`src/rtl/desc_ring_pkg.sv`:
```
package desc_ring_pkg;

    // Default geometry shared by the engine and its helpers
    parameter int unsigned DEF_PTR_W  = 8;
    parameter int unsigned DEF_DEPTH  = 8;
    parameter int unsigned DEF_MASK_W = 4;

    // Width needed to count 0..depth inclusive
    function automatic int unsigned cnt_width(input int unsigned depth);
        return $clog2(depth + 1);
    endfunction

endpackage

```
`src/rtl/desc_fetch_calc.sv`:
```
module desc_fetch_calc #(
    parameter int unsigned PTR_W = 8,
    parameter int unsigned DEPTH = 8,
    parameter int unsigned CNT_W = 4
) (
    input  logic [PTR_W-1:0] len,
    input  logic [PTR_W-1:0] tail,
    input  logic [PTR_W-1:0] fptr,
    input  logic [CNT_W-1:0] unused,
    input  logic [CNT_W-1:0] used,
    output logic [CNT_W-1:0] cnt
);
    localparam int unsigned XW = PTR_W + 1;

    logic [XW-1:0] span_x;
    logic [XW-1:0] room_x;
    logic [XW-1:0] pick_x;

    always_comb begin
        // never cross the wrap point in one burst
        if (tail >= fptr) begin
            span_x = {1'b0, tail} - {1'b0, fptr};
        end else begin
            span_x = {1'b0, len} - {1'b0, fptr};
        end
        room_x = XW'(DEPTH) - XW'(used) - XW'(unused);
        pick_x = (span_x < room_x) ? span_x : room_x;
        cnt    = CNT_W'(pick_x);
    end

endmodule

```
`src/rtl/desc_wb_calc.sv`:
```
module desc_wb_calc #(
    parameter int unsigned PTR_W  = 8,
    parameter int unsigned CNT_W  = 4,
    parameter int unsigned MASK_W = 4
) (
    input  logic [PTR_W-1:0]  len,
    input  logic [PTR_W-1:0]  head,
    input  logic [CNT_W-1:0]  used,
    input  logic [MASK_W-1:0] mask,
    output logic [CNT_W-1:0]  cnt,
    output logic              more
);
    localparam int unsigned XW = PTR_W + 1;

    logic [XW-1:0] used_x;
    logic [XW-1:0] end_x;
    logic [XW-1:0] part_x;
    logic [XW-1:0] base_x;
    logic [XW-1:0] cnt_x;

    always_comb begin
        used_x = XW'(used);
        end_x  = {1'b0, head} + used_x;
        // entries past the last aligned boundary stay for later
        part_x = end_x & XW'(mask);
        base_x = (used_x > part_x) ? (used_x - part_x) : '0;
        cnt_x  = base_x;
        more   = 1'b0;
        if ((base_x != '0) && (({1'b0, head} + base_x) >= {1'b0, len})) begin
            cnt_x = {1'b0, len} - {1'b0, head};
            more  = 1'b1;
        end
        cnt = CNT_W'(cnt_x);
    end

endmodule

```
`src/rtl/desc_ring_engine.sv`:
```
module desc_ring_engine
    import desc_ring_pkg::*;
#(
    parameter int unsigned PTR_W  = DEF_PTR_W,
    parameter int unsigned DEPTH  = DEF_DEPTH,
    parameter int unsigned MASK_W = DEF_MASK_W,
    parameter int unsigned CNT_W  = cnt_width(DEPTH)
) (
    input  logic              clk,
    input  logic              rst_n,
    input  logic              cfg_len_we,
    input  logic [PTR_W-1:0]  cfg_len,
    input  logic              cfg_head_we,
    input  logic [PTR_W-1:0]  cfg_head,
    input  logic              cfg_tail_we,
    input  logic [PTR_W-1:0]  cfg_tail,
    input  logic              cfg_reset,
    input  logic              fetch_go,
    input  logic              wb_go,
    input  logic [MASK_W-1:0] wb_mask,
    input  logic              dp_done,
    output logic              fetch_req,
    output logic [PTR_W-1:0]  fetch_ptr,
    output logic [CNT_W-1:0]  fetch_cnt,
    input  logic              fetch_ack,
    output logic              wb_req,
    output logic [CNT_W-1:0]  wb_cnt,
    output logic              wb_more,
    input  logic              wb_ack,
    output logic [PTR_W-1:0]  hw_head,
    output logic              head_upd,
    output logic [CNT_W-1:0]  unused_cnt,
    output logic [CNT_W-1:0]  used_cnt,
    output logic              ring_err
);
    localparam int unsigned XW = PTR_W + 1;

    typedef struct packed {
        logic [PTR_W-1:0]  len;
        logic [PTR_W-1:0]  tail;
        logic [PTR_W-1:0]  head;
        logic [PTR_W-1:0]  fptr;
        logic [CNT_W-1:0]  unused;
        logic [CNT_W-1:0]  used;
        logic              fpend;
        logic [CNT_W-1:0]  fcnt;
        logic              wpend;
        logic [CNT_W-1:0]  wcnt;
        logic              wmore;
        logic [MASK_W-1:0] wmask;
        logic              follow;
        logic              head_upd;
        logic              err;
    } eng_state_t;

    eng_state_t state_d, state_q;

    logic [CNT_W-1:0]  fcalc_cnt;
    logic [CNT_W-1:0]  wcalc_cnt;
    logic              wcalc_more;
    logic [MASK_W-1:0] mask_sel;
    logic              fetch_fin;
    logic              wb_fin;
    logic              take_done;
    logic              wb_trig;
    logic              ring_wr;
    logic              busy;
    logic [XW-1:0]     fsum_x;
    logic [XW-1:0]     hsum_x;

    assign mask_sel = wb_go ? wb_mask : state_q.wmask;

    desc_fetch_calc #(
        .PTR_W (PTR_W),
        .DEPTH (DEPTH),
        .CNT_W (CNT_W)
    ) i_fetch_calc (
        .len    (state_q.len),
        .tail   (state_q.tail),
        .fptr   (state_q.fptr),
        .unused (state_q.unused),
        .used   (state_q.used),
        .cnt    (fcalc_cnt)
    );

    desc_wb_calc #(
        .PTR_W  (PTR_W),
        .CNT_W  (CNT_W),
        .MASK_W (MASK_W)
    ) i_wb_calc (
        .len  (state_q.len),
        .head (state_q.head),
        .used (state_q.used),
        .mask (mask_sel),
        .cnt  (wcalc_cnt),
        .more (wcalc_more)
    );

    always_comb begin
        state_d          = state_q;
        state_d.head_upd = 1'b0;
        state_d.err      = 1'b0;
        state_d.follow   = 1'b0;

        fetch_fin = state_q.fpend & fetch_ack;
        wb_fin    = state_q.wpend & wb_ack;
        take_done = dp_done & (state_q.unused != '0);
        wb_trig   = wb_go | state_q.follow;
        ring_wr   = cfg_len_we | cfg_head_wr_w();
        busy      = (state_q.used != '0) | state_q.fpend | state_q.wpend;
        fsum_x    = {1'b0, state_q.fptr} + XW'(state_q.fcnt);
        hsum_x    = {1'b0, state_q.head} + XW'(state_q.wcnt);
        if (hsum_x >= {1'b0, state_q.len}) begin
            hsum_x = hsum_x - {1'b0, state_q.len};
        end

        // entry bookkeeping: fill, consume, drain
        state_d.unused = state_q.unused
                       + (fetch_fin ? state_q.fcnt : '0)
                       - CNT_W'(take_done);
        state_d.used   = state_q.used
                       + CNT_W'(take_done)
                       - (wb_fin ? state_q.wcnt : '0);

        if (fetch_fin) begin
            state_d.fpend = 1'b0;
            state_d.fptr  = (fsum_x == {1'b0, state_q.len}) ? '0 : fsum_x[PTR_W-1:0];
        end

        if (wb_fin) begin
            state_d.wpend    = 1'b0;
            state_d.head     = hsum_x[PTR_W-1:0];
            state_d.head_upd = 1'b1;
            state_d.follow   = state_q.wmore;
            state_d.wmore    = 1'b0;
        end

        // new requests, one outstanding of each kind
        if (fetch_go && !state_q.fpend && (fcalc_cnt != '0)) begin
            state_d.fpend = 1'b1;
            state_d.fcnt  = fcalc_cnt;
        end

        if (wb_trig && !state_q.wpend && (wcalc_cnt != '0)) begin
            state_d.wpend = 1'b1;
            state_d.wcnt  = wcalc_cnt;
            state_d.wmore = wcalc_more;
            state_d.wmask = mask_sel;
        end

        if (cfg_tail_we) begin
            state_d.tail = cfg_tail;
        end

        if (ring_wr) begin
            if (busy) begin
                state_d.err = 1'b1;
            end else begin
                if (cfg_len_we) begin
                    state_d.len = cfg_len;
                end
                if (cfg_head_we) begin
                    state_d.head = cfg_head;
                end
                state_d.unused = '0;
                state_d.used   = '0;
                state_d.fptr   = '0;
                state_d.fpend  = 1'b0;
                state_d.wpend  = 1'b0;
                state_d.wmore  = 1'b0;
                state_d.follow = 1'b0;
            end
        end

        if (cfg_reset) begin
            state_d.unused = '0;
            state_d.used   = '0;
            state_d.fptr   = '0;
            state_d.fpend  = 1'b0;
            state_d.wpend  = 1'b0;
            state_d.wmore  = 1'b0;
            state_d.follow = 1'b0;
            state_d.err    = 1'b0;
            state_d.len    = state_q.len;
            state_d.head   = state_q.head;
        end
    end

    function automatic logic cfg_head_wr_w();
        return cfg_head_we;
    endfunction

    always_ff @(posedge clk or negedge rst_n) begin
        if (!rst_n) begin
            state_q <= '0;
        end else begin
            state_q <= state_d;
        end
    end

    assign fetch_req  = state_q.fpend;
    assign fetch_ptr  = state_q.fptr;
    assign fetch_cnt  = state_q.fcnt;
    assign wb_req     = state_q.wpend;
    assign wb_cnt     = state_q.wcnt;
    assign wb_more    = state_q.wmore;
    assign hw_head    = state_q.head;
    assign head_upd   = state_q.head_upd;
    assign unused_cnt = state_q.unused;
    assign used_cnt   = state_q.used;
    assign ring_err   = state_q.err;


    fetch_no_wrap_chk: assert property (@(posedge clk) disable iff (!rst_n)
        state_q.fpend |-> ({1'b0, state_q.fptr} + XW'(state_q.fcnt)) <= {1'b0, state_q.len});


    fetch_ptr_bound_chk: assert property (@(posedge clk) disable iff (!rst_n)
        (state_q.len != '0) |-> (state_q.fptr < state_q.len));


    fetch_hold_chk: assert property (@(posedge clk) disable iff (!rst_n)
        (state_q.fpend && !fetch_ack && !cfg_reset)
        |=> (state_q.fpend && $stable(state_q.fcnt) && $stable(state_q.fptr)));


    occupancy_chk: assert property (@(posedge clk) disable iff (!rst_n)
        (XW'(state_q.unused) + XW'(state_q.used)) <= XW'(DEPTH));


    wb_more_end_chk: assert property (@(posedge clk) disable iff (!rst_n)
        (state_q.wpend && state_q.wmore)
        |-> (({1'b0, state_q.head} + XW'(state_q.wcnt)) == {1'b0, state_q.len}));


    ring_err_chk: assert property (@(posedge clk) disable iff (!rst_n)
        ((cfg_len_we || cfg_head_we) && state_q.fpend && !cfg_reset) |=> ring_err);


    head_upd_pulse_chk: assert property (@(posedge clk) disable iff (!rst_n)
        head_upd |=> !head_upd);

endmodule

```
`config.mk`:
```
export PLATFORM = sky130hd
export DESIGN_NAME = desc_ring_engine
export DESIGN_NICKNAME = d
export VERILOG_FILES = /design/src/rtl/desc_ring_pkg.sv /design/src/rtl/desc_fetch_calc.sv /design/src/rtl/desc_wb_calc.sv /design/src/rtl/desc_ring_engine.sv
export SDC_FILE = /design/constraint.sdc
export NUM_CORES = 1
export LEC_CHECK = 0
export BUFFER_PORTS_ARGS = -buffer_cell sky130_fd_sc_hd__buf_2
export CAP_MARGIN = 10
export CORE_ASPECT_RATIO = 1.5
export CORE_MARGIN = 2
export CORE_UTILIZATION = 51
export CTS_CLUSTER_SIZE = 30
export DETAILED_ROUTE_END_ITERATION = 8
export GPL_ROUTABILITY_DRIVEN = 0
export PLACE_DENSITY = 0.74
export SLEW_MARGIN = 25
export SYNTH_ARGS = -nofsm -noshare
export SYNTH_HDL_FRONTEND = slang
export SYNTH_SLANG_ARGS = --single-unit
```
`constraint.sdc`:
```
create_clock -name clk -period 8.1 [get_ports clk]
set_input_delay 0.405 -clock clk [delete_from_list [all_inputs] [get_ports clk]]
set_output_delay 0.405 -clock clk [all_outputs]
set_load 0.03 [all_outputs]
```
# After elaboration in Yosys (flattened, before gate mapping)
# Index checks and enable logic that the tools add are counted.
# W data, S select, Z words.
# totals
regBits	58
in_bits	39
out_inout_bits	37
elab_cells	93
# op_classes
addsub	15
magnitude_cmp	5
n_eq_ne	1
mux	34
bitwise	10
reduce_logical	13
# ops
cell	count
$mux W25	2
$mux W8	5
$add A8 B4 Y9	3
$mux W4	5
$ge A9 B8 Y1	2
$mux W9	2
$sub A8 B8 Y9	2
$mux W17	1
$mux W1	16
$reduce_bool A4 Y1	4
$mux W10	1
$add A8 B9 Y9	1
$and A9 B4 Y9	1
$eq A9 B8 Y1	1
$gt A4 B9 Y1	1
$lt A9 B9 Y1	1
$reduce_bool A9 Y1	1
$sub A4 B9 Y9	1
$sub A9 B4 Y9	1
$ge A8 B8 Y1	1
$sub A4 B4 Y4	2
$sub A8 B8 Y8	1
$logic_and A1 B1 Y1	5
$mux W5	1
10 further kinds	17

# Logic depth before layout (Yosys ltp)
# Gate-level depths: netlist (run 1).
# logic_depth
ltp_word	14
ltp_mapped	26

# By module
# A second synthesis (run 1) with hierarchy kept.
# hier_totals
hier_cells	669
hier_area_um2	6104.6
# by_module_without_submodules
module	instances	cells_per_inst	area_per_inst_um2
desc_ring_engine	1	388	3878.7
desc_fetch_calc	1	154	1182.4
desc_wb_calc	1	127	1043.5

# Worst setup path after synthesis (run 1)
# Ideal clock, no wire load.
# synth_path
path_type	register -> register
start	register state_q, in the netlist hw_head[0]
end	register state_q[3] (netlist bit)
setup_time_ns	0.125
arrival_ns	5.325
required_ns	7.975
setup_slack_ns	2.650
path_stages_with_launch	25
path_buffers	0
synth_period_minus_slack_ns	5.450
path_cell_list	dfrtp_1 > ha_1 > inv_1 > fa_1 > or2_2 > ha_1 > nor4b_1 > a211oi_4 > inv_1 > fa_1 > or2_2 > inv_1 > ha_1 > inv_1 > o21bai_1 > a21oi_1 > o21bai_1 > a21oi_1 > xnor2_1 > ha_1 > o21a_1 > a221oi_4 > o21a_2 > nand3_4 > mux2_4
# synth_via
elab_chain_cells	10
word_cells_on_any_way	13
cone_classes	4 x add/sub; 2 x order compare; 2 x mux; 1 x bitwise; 4 x reduce/logical
# synth_rtl
element	line	rtl
start: declaration	desc_ring_engine.sv:56	eng_state_t state_d, state_q;
start signal: assignment	desc_ring_engine.sv:197	state_q <= state_d;
$add A8 B4 Y9	desc_wb_calc.sv:23	end_x = {1'b0, head} + used_x;
$and A9 B4 Y9	desc_wb_calc.sv:25	part_x = end_x & XW'(mask);
$sub A4 B9 Y9 / $gt A4 B9 Y1 (equally long branches)	desc_wb_calc.sv:26	base_x = (used_x > part_x) ? (used_x - part_x) : '0;
$mux W9	desc_wb_calc.sv:26	
$add A8 B9 Y9	desc_wb_calc.sv:29	if ((base_x != '0) && (({1'b0, head} + base_x) >= {1'b0, len})) begin
$ge A9 B8 Y1	desc_wb_calc.sv:29	
$logic_and A1 B1 Y1	desc_wb_calc.sv:29	
$mux W4 *	desc_wb_calc.sv:29	
$reduce_bool A4 Y1 *	desc_ring_engine.sv:144	if (wb_trig && !state_q.wpend && (wcalc_cnt != '0)) begin
$logic_and A1 B1 Y1 *	desc_ring_engine.sv:144	
# Mark *: on every way between the ends. The rest lies on a longest branch, timed or not.
# A chain may end at the register's enable or synchronous reset.

# Worst setup path after layout (run 1)
# layout_path
start	register state_q, in the netlist hw_head[1]
end	register state_q, in the netlist wb_cnt[3]
# layout_via
elab_chain_cells	10
word_cells_on_any_way	13
cone_classes	4 x add/sub; 2 x order compare; 2 x mux; 1 x bitwise; 4 x reduce/logical
# layout_rtl
element	line
$add A8 B4 Y9	desc_wb_calc.sv:23
$and A9 B4 Y9	desc_wb_calc.sv:25
$sub A4 B9 Y9 / $gt A4 B9 Y1 (equally long branches)	desc_wb_calc.sv:26
$mux W9	desc_wb_calc.sv:26
$add A8 B9 Y9	desc_wb_calc.sv:29
$ge A9 B8 Y1	desc_wb_calc.sv:29
$logic_and A1 B1 Y1	desc_wb_calc.sv:29
$mux W4 *	desc_wb_calc.sv:29
$reduce_bool A4 Y1	desc_ring_engine.sv:144
$logic_and A1 B1 Y1	desc_ring_engine.sv:144
# Marked as above.

==> implementation parameters, run 1 <==
Parameter                              Value

Status
  Run status    complete, no violations

Clock network
  Buffer cell driving the clock tree root    clkbuf_16
  Clock slew seen by the registers of the worst setup and hold paths    0.06 ns
  Total number of H-tree levels    3
  # hold bufs at CTS    0
  TritonCTS clock tree    done
  Number of CTS-inserted buffers    9
  Post-CTS resize count    0
  Number of sinks driven by the clock tree    58
  Clock tree buffer depth    2
  Later-pin clock latency in the skew report    0.34 ns
  Number of buffers inserted by post-CTS setup repair    0

Yosys
  Synth area leader    dfrtp_1
  Number of flip-flops and latches in the synthesized netlist    58
  Number of cells produced by synthesis    723
  Count of flip-flops with a built-in enable after synthesis    0
  Synth unique cells    70
  Async set or reset register ratio after synthesis    1.00
  Number of warning messages in the yosys log    0
  Post-synthesis cell area    6290 um2
  Sequential cell area fraction in the yosys report    0.231
  Primary FF master, synth    dfrtp_1
  Average cell area after synthesis    8.71 um2
  Cell types occupying the most area after synthesis    dfrtp_1, ha_1, xnor2_1
  Post-synth top area share    0.231
  Synthesized Nets    858

Die
  Total Die Area    13300 um2
  Boundary Pins    76
  Floorplan die width    94.7 um
  Initial core utilization    0.524
  Rows    49
  Floorplan Core Area    12000 um2
  Chip height    140 um

Critical path
  Max FO, Critical Path    7
  Nature of the critical path startpoint    flip-flop
  Slowest cell delay on critical path    0.55 ns
  Critical Path Sink    wb_cnt[3]
  Slowest cell on crit path    nor4b_1
  Setup crit end kind    flip-flop
  Endpoint of the worst-slack reg-to-reg timing path    wb_cnt[3]
  Depth of the worst register-to-register path    22
  Required time of the worst setup path    8.32 ns
  Worst setup path startpoint    hw_head[1]
  Most used cell, CP    ha_1
  Startpoint of the worst-slack reg-to-reg timing path    hw_head[1]
  Worst reg2reg setup slack    2.01 ns
  Worst Setup Path Type    flip-flop to flip-flop
  Arrival @ worst endpoint    6.31 ns
  List of cells traversed by the critical path    inv_1, fa_1, or2_2, ha_1, nor4b_1, a211oi_4, a21o_1, nand2_1, nor2_1, ha_1, a21o_1, a21oi_1, o21bai_1, a21oi_1, xnor2_1, ha_1, a211oi_1, o21ai_1, a221oi_4, o21a_2, nand2_2, mux2_4

Placed design
  Minimum setup slack after placement    2.17 ns
  Post-detailed-placement half-perimeter wirelength    13.2 mm
  Buffers added on ports    75

Detailed routing
  DRC Markers    0
  Via density    5.87
  Total number of vias    5423
  Initial DRT Pass Iterations    7
  Detail-routed net length per standard cell    18.2 um
  Final ANT Viol Nets    0
  DR iter-0 viols    256
  Total Routed Length    16.8 mm

Timing
  Achievable clock frequency    164 MHz
  Final setup slack of the worst path    2.01 ns
  Worst clock skew    0.00785 ns
  Post-route fraction of the period consumed by the critical path    0.751
  Hold Vio Cnt, Final    0
  Unrepaired setup endpoints after global routing    false
  Transition at the pin with the smallest max-transition slack    0.825 ns
  Relative slew margins    0.445
  Number of setup violations in the final report    0
  Fin Setup TNS    0 ns
  Minimum hold slack    0.235 ns
  Max-slew violation count    0
  Final worst path period need    6.09 ns

Pwr
  Peak supply drop    0.000171 V
  Total power density per cell area    318 nW/um2
  Reported leakage power    3.39 nW

Global routing
  Final global-route overflow total    0
  Total GRT Usage    0.267
  Via count of the first global-routing pass    5797
  Global-route wire length before repair    27.7 mm
  Initial antenna violation count    0
  Pin count of the biggest net entering global routing    59

Final layout
  Area added between synthesis and finish    9.98%
  NumNets Final    901
  Number of antenna diodes    0
  # fillers    1110
  Share of post-route cells with drive strength above 1    0.163
  Core occupancy in the finished layout    0.576

Run
  Max-cap violation count    0

Min path
  Hold Path Class    input pin to asynchronous set/reset pin
-- cells in the final DEF, fill, tap and decap left out, types with 4 or more instances in the layout --
cell,Yosys,layout
a211o_1,4,4
a211oi_1,4,4
a21o_1,20,20
a21oi_1,48,48
a22oi_1,7,7
and2_1,6,6
buf_2,0,75
clkbuf_16,0,9
dfrtp_1,58,58
fa_1,13,13
ha_1,83,83
inv_1,72,72
mux2_2,9,9
mux2_4,8,8
mux2i_1,16,16
nand2_1,52,52
nand2b_1,7,7
nand3_1,7,7
nand3b_1,5,5
nand4_1,7,7
nand4b_1,4,4
nor2_1,52,52
nor2b_1,14,14
nor3_1,12,12
o211ai_1,5,5
o21a_1,5,5
o21ai_0,20,20
o21ai_1,28,28
o21bai_1,6,6
xnor2_1,38,38
xor2_1,16,16
-- cell type report --
cell class	count	area (um2)	share of cell area
clock buffers	9	225	0.0325
multi-input cells	548	4280	0.618
inverters	72	270	0.0390
flip-flops and latches	58	1450	0.210
well taps	153	191	0.0277
clock inverters	7	118	0.0170
repair buffers	77	390	0.0564
-- stage by stage --
| step | std cells | instance area [um2] | power [mW] |
|---|---|---|---|
| floorplan | 723 | 6290 | 1.46 |
| global placement | 908 | 6580 | 1.66 |
| detailed placement | 908 | 6580 | 1.72 |
| CTS | 924 | 6920 | 2.19 |
| global route | 924 | 6920 | 2.35 |
| finish | 924 | 6920 | 2.20 |
-- how the worst min path moves through the flow --
| stage | to | depth (start not counted) |
|---|---|---|
| 6_report | state_q[44] | 2 |
| 5_1_grt | state_q[56] | 3 |
| 4_1_cts | state_q[42] | 2 |
| 3_5_place_dp | state_q[6] | 1 |
| 3_3_place_gp | state_q[4] | 1 |
| 2_1_floorplan | fetch_cnt[0] | 0 |
-- critical path, delay by kind of cell, from the launching register on --
| family | cells | cell delay, ns |
|---|---|---|
| DFF | 1 | 0.52 |
| muxes | 1 | 0.32 |
| adders and majority gates | 4 | 1.28 |
| AOI/OAI and AO/OA | 10 | 2.08 |
| and+or+nand+nor | 5 | 1.35 |
| xor gates and xnor gates | 1 | 0.17 |
| buffers and inverters | 1 | 0.22 |
-- registers in the layout (all words and copies together) (netlist names) --
register    cells
state_q        21
fetch_ptr       8
hw_head         8
fetch_cnt       4
unused_cnt      4
used_cnt        4
wb_cnt          4
fetch_req       1
head_upd        1
ring_err        1
wb_more         1
wb_req          1
-- layer usage --
metal / GRT usage / share of wire / wire length [um] / up-vias
met5: 0 / 0 / 0 / -
met4: 0.169 / 0.061 / 1020 / 0
met3: 0.0377 / 0.043 / 716 / 68
met2: 0.487 / 0.54 / 9090 / 175
met1: 0.280 / 0.35 / 5950 / 2592
li1: - / - / - / 2588
-- where the power goes --
group	leakage (nW)	switching (mW)	internal (mW)
clock network	0.158	0.152	0.300
registers	0.746	0.0902	0.343
logic	2.49	0.739	0.575
total	3.39	0.981	1.22
-- cell families (layout without fill, tap and decap cells) --
group	Yosys count	in the layout	share of synthesized area
AO/OA/AOI/OAI	174	174	0.181
XOR/XNOR	55	55	0.0787
adder cells (fa/ha/maj)	96	96	0.206
buffers and inverters	117	165	0.0900
flip-flops	58	58	0.231
multiplexers	36	36	0.0660
other	1	1	0.000596
AND/OR/NAND/NOR	186	186	0.147
-- Yosys cell counts (all sizes together) (3+ instances only) --
library cell  count
o21a              6
and3              3
inv              72
nor3             13
or2               4
clkbuf           11
a21o             20
dfrtp            58
mux2             20
a21oi            49
nand3             8
o21bai            6
o21ai            50
xor2             16
xnor2            38
buf              34
nand4b            4
mux2i            16
nand2            53
a211oi            5
a211o             5
and2              6
nand4             8
a22oi             7
nor2b            14
a31oi             3
o211ai            6
fa               13
nor2             52
ha               83
nand3b            5
nand2b            7
Note: power is estimated with default switching activity, not from simulation.
==> inputs of run 2 (changes only) <==
- clock period: 8.1 -> 5.87 ns (I/O delays scaled with it)
==> implementation parameters, run 2 (same netlist as run 1, synthesis figures left out) <==
Parameter                              Value

Status
  Run status    complete, no violations (unchanged)

Critical path
  Slowest cell delay on critical path    0.39 ns (was 0.55 ns)
  Setup crit end kind    flip-flop (unchanged)
  Depth of the worst register-to-register path    24 (was 22)
  Arrival @ worst endpoint    5.79 ns (was 6.31 ns)
  Worst reg2reg setup slack    0.30 ns (was 2.01 ns)
  Nature of the critical path startpoint    flip-flop (unchanged)
  Startpoint of the worst-slack reg-to-reg timing path    hw_head[1] (unchanged)
  Required time of the worst setup path    6.09 ns (was 8.32 ns)
  List of cells traversed by the critical path    buf_4, ha_1, a21o_1, a21oi_1, xnor2_1, a211o_1, ha_1, nand4b_1, mux2_4, nand2_2, nor2_1, ha_1, a21o_1, a21oi_1, o21bai_1, a21oi_2, xnor2_1, ha_1, a211oi_1, o21ai_1, a221oi_4, o21a_2, nand3_4, mux2_4 (was inv_1, fa_1, or2_2, ha_1, nor4b_1, a211oi_4, a21o_1, nand2_1, nor2_1, ha_1, a21o_1, a21oi_1, o21bai_1, a21oi_1, xnor2_1, ha_1, a211oi_1, o21ai_1, a221oi_4, o21a_2, nand2_2, mux2_4)
  Worst Setup Path Type    flip-flop to flip-flop (unchanged)
  Slowest cell on crit path    a221oi_4 (was nor4b_1)
  Most used cell, CP    ha_1 (unchanged)
  Endpoint of the worst-slack reg-to-reg timing path    state_q[3] (was wb_cnt[3])
  Max FO, Critical Path    7 (unchanged)

Global routing
  Global-route wire length before repair    27.3 mm (was 27.7 mm)
  Total GRT Usage    0.266 (was 0.267)
  Final global-route overflow total    0 (unchanged)
  Via count of the first global-routing pass    5730 (was 5797)
  Pin count of the biggest net entering global routing    59 (unchanged)
  Initial antenna violation count    0 (unchanged)

Timing
  Final worst path period need    5.57 ns (was 6.09 ns)
  Minimum hold slack    0.122 ns (was 0.235 ns)
  Number of setup violations in the final report    0 (unchanged)
  Fin Setup TNS    0 ns (unchanged)
  Worst clock skew    0.00655 ns (was 0.00785 ns)
  Max-slew violation count    0 (unchanged)
  Hold Vio Cnt, Final    0 (unchanged)
  Post-route fraction of the period consumed by the critical path    0.949 (was 0.751)
  Achievable clock frequency    179 MHz (was 164 MHz)
  Transition at the pin with the smallest max-transition slack    0.776 ns (was 0.825 ns)
  Relative slew margins    0.483 (was 0.445)
  Final setup slack of the worst path    0.299 ns (was 2.01 ns)

Detailed routing
  Total Routed Length    16.8 mm (about the same)
  Via density    5.84 (was 5.87)
  Final ANT Viol Nets    0 (unchanged)
  Initial DRT Pass Iterations    6 (was 7)
  DR iter-0 viols    211 (was 256)
  Detail-routed net length per standard cell    18.0 um (was 18.2 um)
  DRC Markers    0 (unchanged)
  Total number of vias    5440 (was 5423)

Placed design
  Buffers added on ports    75 (unchanged)
  Minimum setup slack after placement    -0.0338 ns (was 2.17 ns)
  Post-DP Area    6610 um2 (was 6580 um2)
  Post-detailed-placement half-perimeter wirelength    13.5 mm (was 13.2 mm)

Clock network
  Number of sinks driven by the clock tree    58 (unchanged)
  Clock slew seen by the registers of the worst setup and hold paths    0.05 ns (was 0.06 ns)
  Clock tree buffer depth    2 (unchanged)
  Number of CTS-inserted buffers    9 (unchanged)
  Total number of H-tree levels    3 (unchanged)
  Later-pin clock latency in the skew report    0.34 ns (about the same)
  # hold bufs at CTS    0 (unchanged)
  Buffer cell driving the clock tree root    clkbuf_16 (unchanged)
  TritonCTS clock tree    done (unchanged)

Final layout
  NumNets Final    908 (was 901)
  Share of post-route cells with drive strength above 1    0.179 (was 0.163)
  # fillers    1085 (was 1110)
  Largest Register    state_q (unchanged)
  Number of antenna diodes    0 (unchanged)
  Commonest non-fill, non-tap cell in the layout    ha_1 (unchanged)
  Most used cells in the layout excluding fill and tap cells    ha_1, buf_2, inv_1, dfrtp_1, nor2_1 (was ha_1, buf_2, inv_1, dfrtp_1)
  Core occupancy in the finished layout    0.579 (was 0.576)
  Flip-flop count of the largest register, all copies and words added    21 (unchanged)
  Area added between synthesis and finish    10.6% (was 9.98%)
  Final non-filler cell area    6960 um2 (was 6920 um2)

Pwr
  Sequential cell fraction of total power    0.199 (was 0.197)
  Reported leakage power    3.42 nW (was 3.39 nW)
  Power share of the clock group    0.173 (was 0.205)
  Total power density per cell area    422 nW/um2 (was 318 nW/um2)
  Total internal power    1.60 mW (was 1.22 mW)
  Net Switching    1.34 mW (was 0.981 mW)
  Switching part of the total    0.455 (was 0.446)
  Fraction of power consumed by combinational cells    0.628 (was 0.598)
  Peak supply drop    0.000257 V (was 0.000171 V)

Die
  Floorplan Core Area    12000 um2 (unchanged)
  Initial core utilization    0.524 (unchanged)
  Chip height    140 um (unchanged)
  Boundary Pins    76 (unchanged)
  Total Die Area    13300 um2 (unchanged)
  Rows    49 (unchanged)
  Floorplan die width    94.7 um (unchanged)

Min path
  Hold Path Class    input pin to asynchronous set/reset pin (unchanged)

Run
  Max-cap violation count    0 (unchanged)
==> run 2: changes by cell type in the layout (fill, tap and decap cells not counted), sizes merged <==
cell and delta:
buf +7, bufinv -3, clkbuf +5, clkinv +1, clkinvlp -3
==> run 2: area by class of cell <==
class / instances / area, um2 / share of cell area
clock inverter: 2 / 10.0 / 0.00144
sequential: 58 / 1450 / 0.209
clock buffer: 14 / 274 / 0.0394
tap: 153 / 191 / 0.0275
multi-input combinational: 548 / 4320 / 0.620
inverter: 72 / 270 / 0.0388
timing repair buffer: 84 / 443 / 0.0636
==> run 2: power groups by stage <==
stage	registers [mW]	clock network (mW)	logic (mW)
2_1_floorplan	0.550	0	1.47
3_3_place_gp	0.588	0	1.72
3_5_place_dp	0.591	0	1.79
4_1_cts	0.584	0.513	1.81
5_1_grt	0.596	0.531	2.04
6_report	0.585	0.508	1.84
==> run 2: worst max path at each step <==
stage	from	to	slack, ns	depth (start not counted)
final	hw_head[1]	state_q[3]	0.30	24
after global routing	hw_head[1]	state_q[5]	-0.03	24
after CTS	used_cnt[0]	state_q[3]	0.02	24
after detailed placement	used_cnt[0]	state_q[5]	-0.03	24
after global placement	used_cnt[0]	state_q[3]	0.21	24
after floorplan	hw_head[0]	state_q[3]	0.42	24
==> run 2: metal layers <==
| metal | global-route usage | wire (um) | vias to the layer above | part of all wire |
|---|---|---|---|---|
| met5 | 0 | 0 | - | 0 |
| met2 | 0.479 | 8860 | 159 | 0.53 |
| met3 | 0.0430 | 642 | 75 | 0.038 |
| li1 | - | - | 2599 | - |
| met1 | 0.267 | 5980 | 2607 | 0.36 |
| met4 | 0.198 | 1310 | 0 | 0.078 |
==> run 2: repair_timing <==
action,in CTS,in global routing
gates resized for setup,1,8
pin swaps,0,5
setup buffers,0,3
endpoints found under the setup margin,6,10
gates cloned,0,0
==> run 2: metrics by stage <==
step                      cells  total power [mW]
after floorplan             723              2.02
after global placement      912              2.31
after detailed placement    912              2.38
after CTS                   928              2.91
after global routing        931              3.17
final                       931              2.94
==> run 2: critical path, delay by kind of cell (launching register included) <==
family | cells | cell delay [ns]
buf+inv | 1 | 0.17
simple gates | 4 | 0.48
flops | 1 | 0.37
xor+xnor | 2 | 0.24
compound gates | 11 | 2.39
mux | 2 | 0.61
fa+ha+maj | 4 | 1.20
==> inputs of run 3 (changes only) <==
- ABC_AREA: not set -> 1
==> implementation parameters, run 3 <==
Parameter                              Value

Status
  Run status    complete, no violations (unchanged)

Pwr
  Peak supply drop    0.000250 V (was 0.000257 V)
  Switching part of the total    0.518 (was 0.455)
  Reported leakage power    3.76 nW (was 3.42 nW)
  Fraction of power consumed by combinational cells    0.667 (was 0.628)
  Total power density per cell area    505 nW/um2 (was 422 nW/um2)
  Net Switching    1.80 mW (was 1.34 mW)
  Power share of the clock group    0.156 (was 0.173)
  Sequential cell fraction of total power    0.177 (was 0.199)
  Tot Pwr    3.48 mW (was 2.94 mW)
  Total internal power    1.68 mW (was 1.60 mW)

Critical path
  Nature of the critical path startpoint    flip-flop (unchanged)
  Arrival @ worst endpoint    5.72 ns (was 5.79 ns)
  Worst Setup Path Type    flip-flop to flip-flop (unchanged)
  Required time of the worst setup path    6.13 ns (was 6.09 ns)
  Slowest cell on crit path    fa_1 (was a221oi_4)
  Worst reg2reg setup slack    0.41 ns (was 0.30 ns)
  Setup crit end kind    flip-flop (unchanged)
  Depth of the worst register-to-register path    30 (was 24)
  Endpoint of the worst-slack reg-to-reg timing path    wb_cnt[2] (was state_q[3])
  Startpoint of the worst-slack reg-to-reg timing path    used_cnt[0] (was hw_head[1])
  Max FO, Critical Path    12 (was 7)
  Most used cell, CP    nand2_1 (was ha_1)
  Slowest cell delay on critical path    0.49 ns (was 0.39 ns)

Run
  Max-cap violation count    0 (unchanged)

Global routing
  Total GRT Usage    0.257 (was 0.266)
  Final global-route overflow total    0 (unchanged)
  Via count of the first global-routing pass    5586 (was 5730)
  Pin count of the biggest net entering global routing    59 (unchanged)
  Initial antenna violation count    0 (unchanged)
  Global-route wire length before repair    26.6 mm (was 27.3 mm)

Clock network
  TritonCTS clock tree    done (unchanged)
  Later-pin clock latency in the skew report    0.34 ns (about the same)
  Number of buffers inserted by post-CTS setup repair    0 (unchanged)
  Clock slew seen by the registers of the worst setup and hold paths    0.06 ns (was 0.05 ns)
  Number of sinks driven by the clock tree    58 (unchanged)
  Clock tree buffer depth    2 (unchanged)
  # hold bufs at CTS    0 (unchanged)
  Total number of H-tree levels    3 (unchanged)
  Number of CTS-inserted buffers    9 (unchanged)
  Post-CTS resize count    0 (was 1)
  Buffer cell driving the clock tree root    clkbuf_16 (unchanged)

Yosys
  Count of flip-flops with a built-in enable after synthesis    0 (unchanged)
  Synth area leader    dfrtp_1 (unchanged)
  Post-synthesis cell area    6250 um2 (was 6290 um2)
  Synthesized Nets    993 (was 858)
  Async set or reset register ratio after synthesis    1.00 (unchanged)
  Number of warning messages in the yosys log    0 (unchanged)
  Average cell area after synthesis    7.29 um2 (was 8.71 um2)
  Cell types with the highest counts after synthesis    nand2_1, inv_1, ha_1 (was ha_1, inv_1, dfrtp_1)
  Number of cells produced by synthesis    858 (was 723)
  Number of flip-flops and latches in the synthesized netlist    58 (unchanged)
  Cell types occupying the most area after synthesis    dfrtp_1, ha_1, nand2_1 (was dfrtp_1, ha_1, xnor2_1)
  Cell with the most instances after synthesis    nand2_1 (was ha_1)
  Primary FF master, synth    dfrtp_1 (unchanged)
  Post-synth top area share    0.232 (was 0.231)
  Synth unique cells    43 (was 70)
  Sequential cell area fraction in the yosys report    0.232 (was 0.231)

Timing
  Achievable clock frequency    183 MHz (was 179 MHz)
  Post-route fraction of the period consumed by the critical path    0.930 (was 0.949)
  Unrepaired setup endpoints after global routing    false
  Final worst path period need    5.46 ns (was 5.57 ns)
  Transition at the pin with the smallest max-transition slack    0.980 ns (was 0.776 ns)
  Worst clock skew    0.00839 ns (was 0.00655 ns)
  Hold Vio Cnt, Final    0 (unchanged)
  Max-slew violation count    0 (unchanged)
  Number of setup violations in the final report    0 (unchanged)
  Relative slew margins    0.341 (was 0.483)
  Fin Setup TNS    0 ns (unchanged)

Final layout
  Core occupancy in the finished layout    0.576 (was 0.579)
  Area added between synthesis and finish    10.2% (was 10.6%)
  Flip-flop count of the largest register, all copies and words added    21 (unchanged)
  Most used cells in the layout excluding fill and tap cells    nand2_1, inv_1, ha_1, a21oi_1, buf_2 (was ha_1, buf_2, inv_1, dfrtp_1, nor2_1)
  Number of antenna diodes    0 (unchanged)
  Largest Register    state_q (unchanged)
  Final non-filler cell area    6890 um2 (was 6960 um2)
  NumNets Final    1042 (was 908)
  Share of post-route cells with drive strength above 1    0.159 (was 0.179)
  Commonest non-fill, non-tap cell in the layout    nand2_1 (was ha_1)

Detailed routing
  Detail-routed net length per standard cell    15.4 um (was 18.0 um)
  Total Routed Length    16.4 mm (was 16.8 mm)
  Total number of vias    5683 (was 5440)
  Final ANT Viol Nets    0 (unchanged)
  DR iter-0 viols    241 (was 211)
  Initial DRT Pass Iterations    4 (was 6)
  DRC Markers    0 (unchanged)
  Via density    5.34 (was 5.84)

Die
  Floorplan die width    94.4 um (was 94.7 um)
  Initial core utilization    0.523 (was 0.524)
  Chip height    140 um (about the same)
  Total Die Area    13200 um2 (was 13300 um2)
  Boundary Pins    76 (unchanged)
  Rows    49 (unchanged)
  Floorplan Core Area    12000 um2 (about the same)

Min path
  Hold Path Class    input pin to asynchronous set/reset pin (unchanged)

Placed design
  Post-detailed-placement half-perimeter wirelength    12.9 mm (was 13.5 mm)
  Post-DP Area    6570 um2 (was 6610 um2)
  Buffers added on ports    75 (unchanged)
run 3: changes by cell type after synthesis, sizes merged, moves of 18 or more:
cell	change
a21o	-18
nand2	+149
inv	+58
nand3	+38
xnor2	-19
a21oi	+28
run 3: cell type report:
type                            instances  area (um2)
Inverter                              131         492
Sequential cell                        58        1450
Clock buffer                           11         243
Fill cell                            1139        5070
Clock inverter                          5        53.8
Multi-Input combinational cell        626        4030
Tap cell                              153         191
Timing Repair Buffer                   81         420
run 3: cells by family after synthesis:
kind of cell	after synthesis	share of synthesized area
AO/OA/AOI/OAI	140	0.121
XOR/XNOR	46	0.0645
adder cells (fa/ha/maj)	96	0.208
buffers and inverters	174	0.126
flip-flops	58	0.232
multiplexers	9	0.0158
other	1	0.000600
AND/OR/NAND/NOR	334	0.232
run 3: worst max-delay path by stage:
stage                startpoint          to  slack (ns)  depth (start not counted)
finish              used_cnt[0]   wb_cnt[2]        0.41                         30
global route        used_cnt[0]   wb_cnt[2]       0.005                         36
CTS                 used_cnt[0]   wb_cnt[2]        0.24                         35
detailed placement  used_cnt[0]  state_q[3]        0.29                         35
global placement    used_cnt[0]   wb_cnt[0]        0.47                         37
floorplan            hw_head[0]      wb_req        0.91                         36
run 3: critical path: cells and delay by family (launching register included):
kind / cells / cell delay (ns)
AO/OA/AOI/OAI: 4 / 0.68
AND/OR/NAND/NOR: 15 / 1.75
flip-flops: 1 / 0.44
XOR/XNOR: 1 / 0.09
buffers and inverters: 4 / 0.41
adder cells (fa/ha/maj): 6 / 2.02
run 3: per-layer routing:
layer / global-route usage / vias up / wire length, um
li1: - / 2849 / -
met1: 0.289 / 2671 / 6400
met2: 0.479 / 129 / 8910
met3: 0.0265 / 34 / 521
met4: 0.110 / 0 / 525
met5: 0 / - / 0
run 3: power by group through the flow:
stage,Combinational (mW),Clock (mW),Sequential [mW]
2_1_floorplan,1.83,0,0.603
3_3_place_gp,2.22,0,0.620
3_5_place_dp,2.26,0,0.621
4_1_cts,2.29,0.547,0.615
5_1_grt,2.61,0.566,0.626
6_report,2.32,0.542,0.615
run 3: stage by stage:
step	worst slack (ns)	instances	hold slack, ns
finish	0.409	1065	0.141
global route	0.00510	1065	0.194
CTS	0.240	1065	0.166
detailed placement	0.293	1049	0.466
global placement	0.472	1049	0.469
floorplan	0.909	858	-0.00209
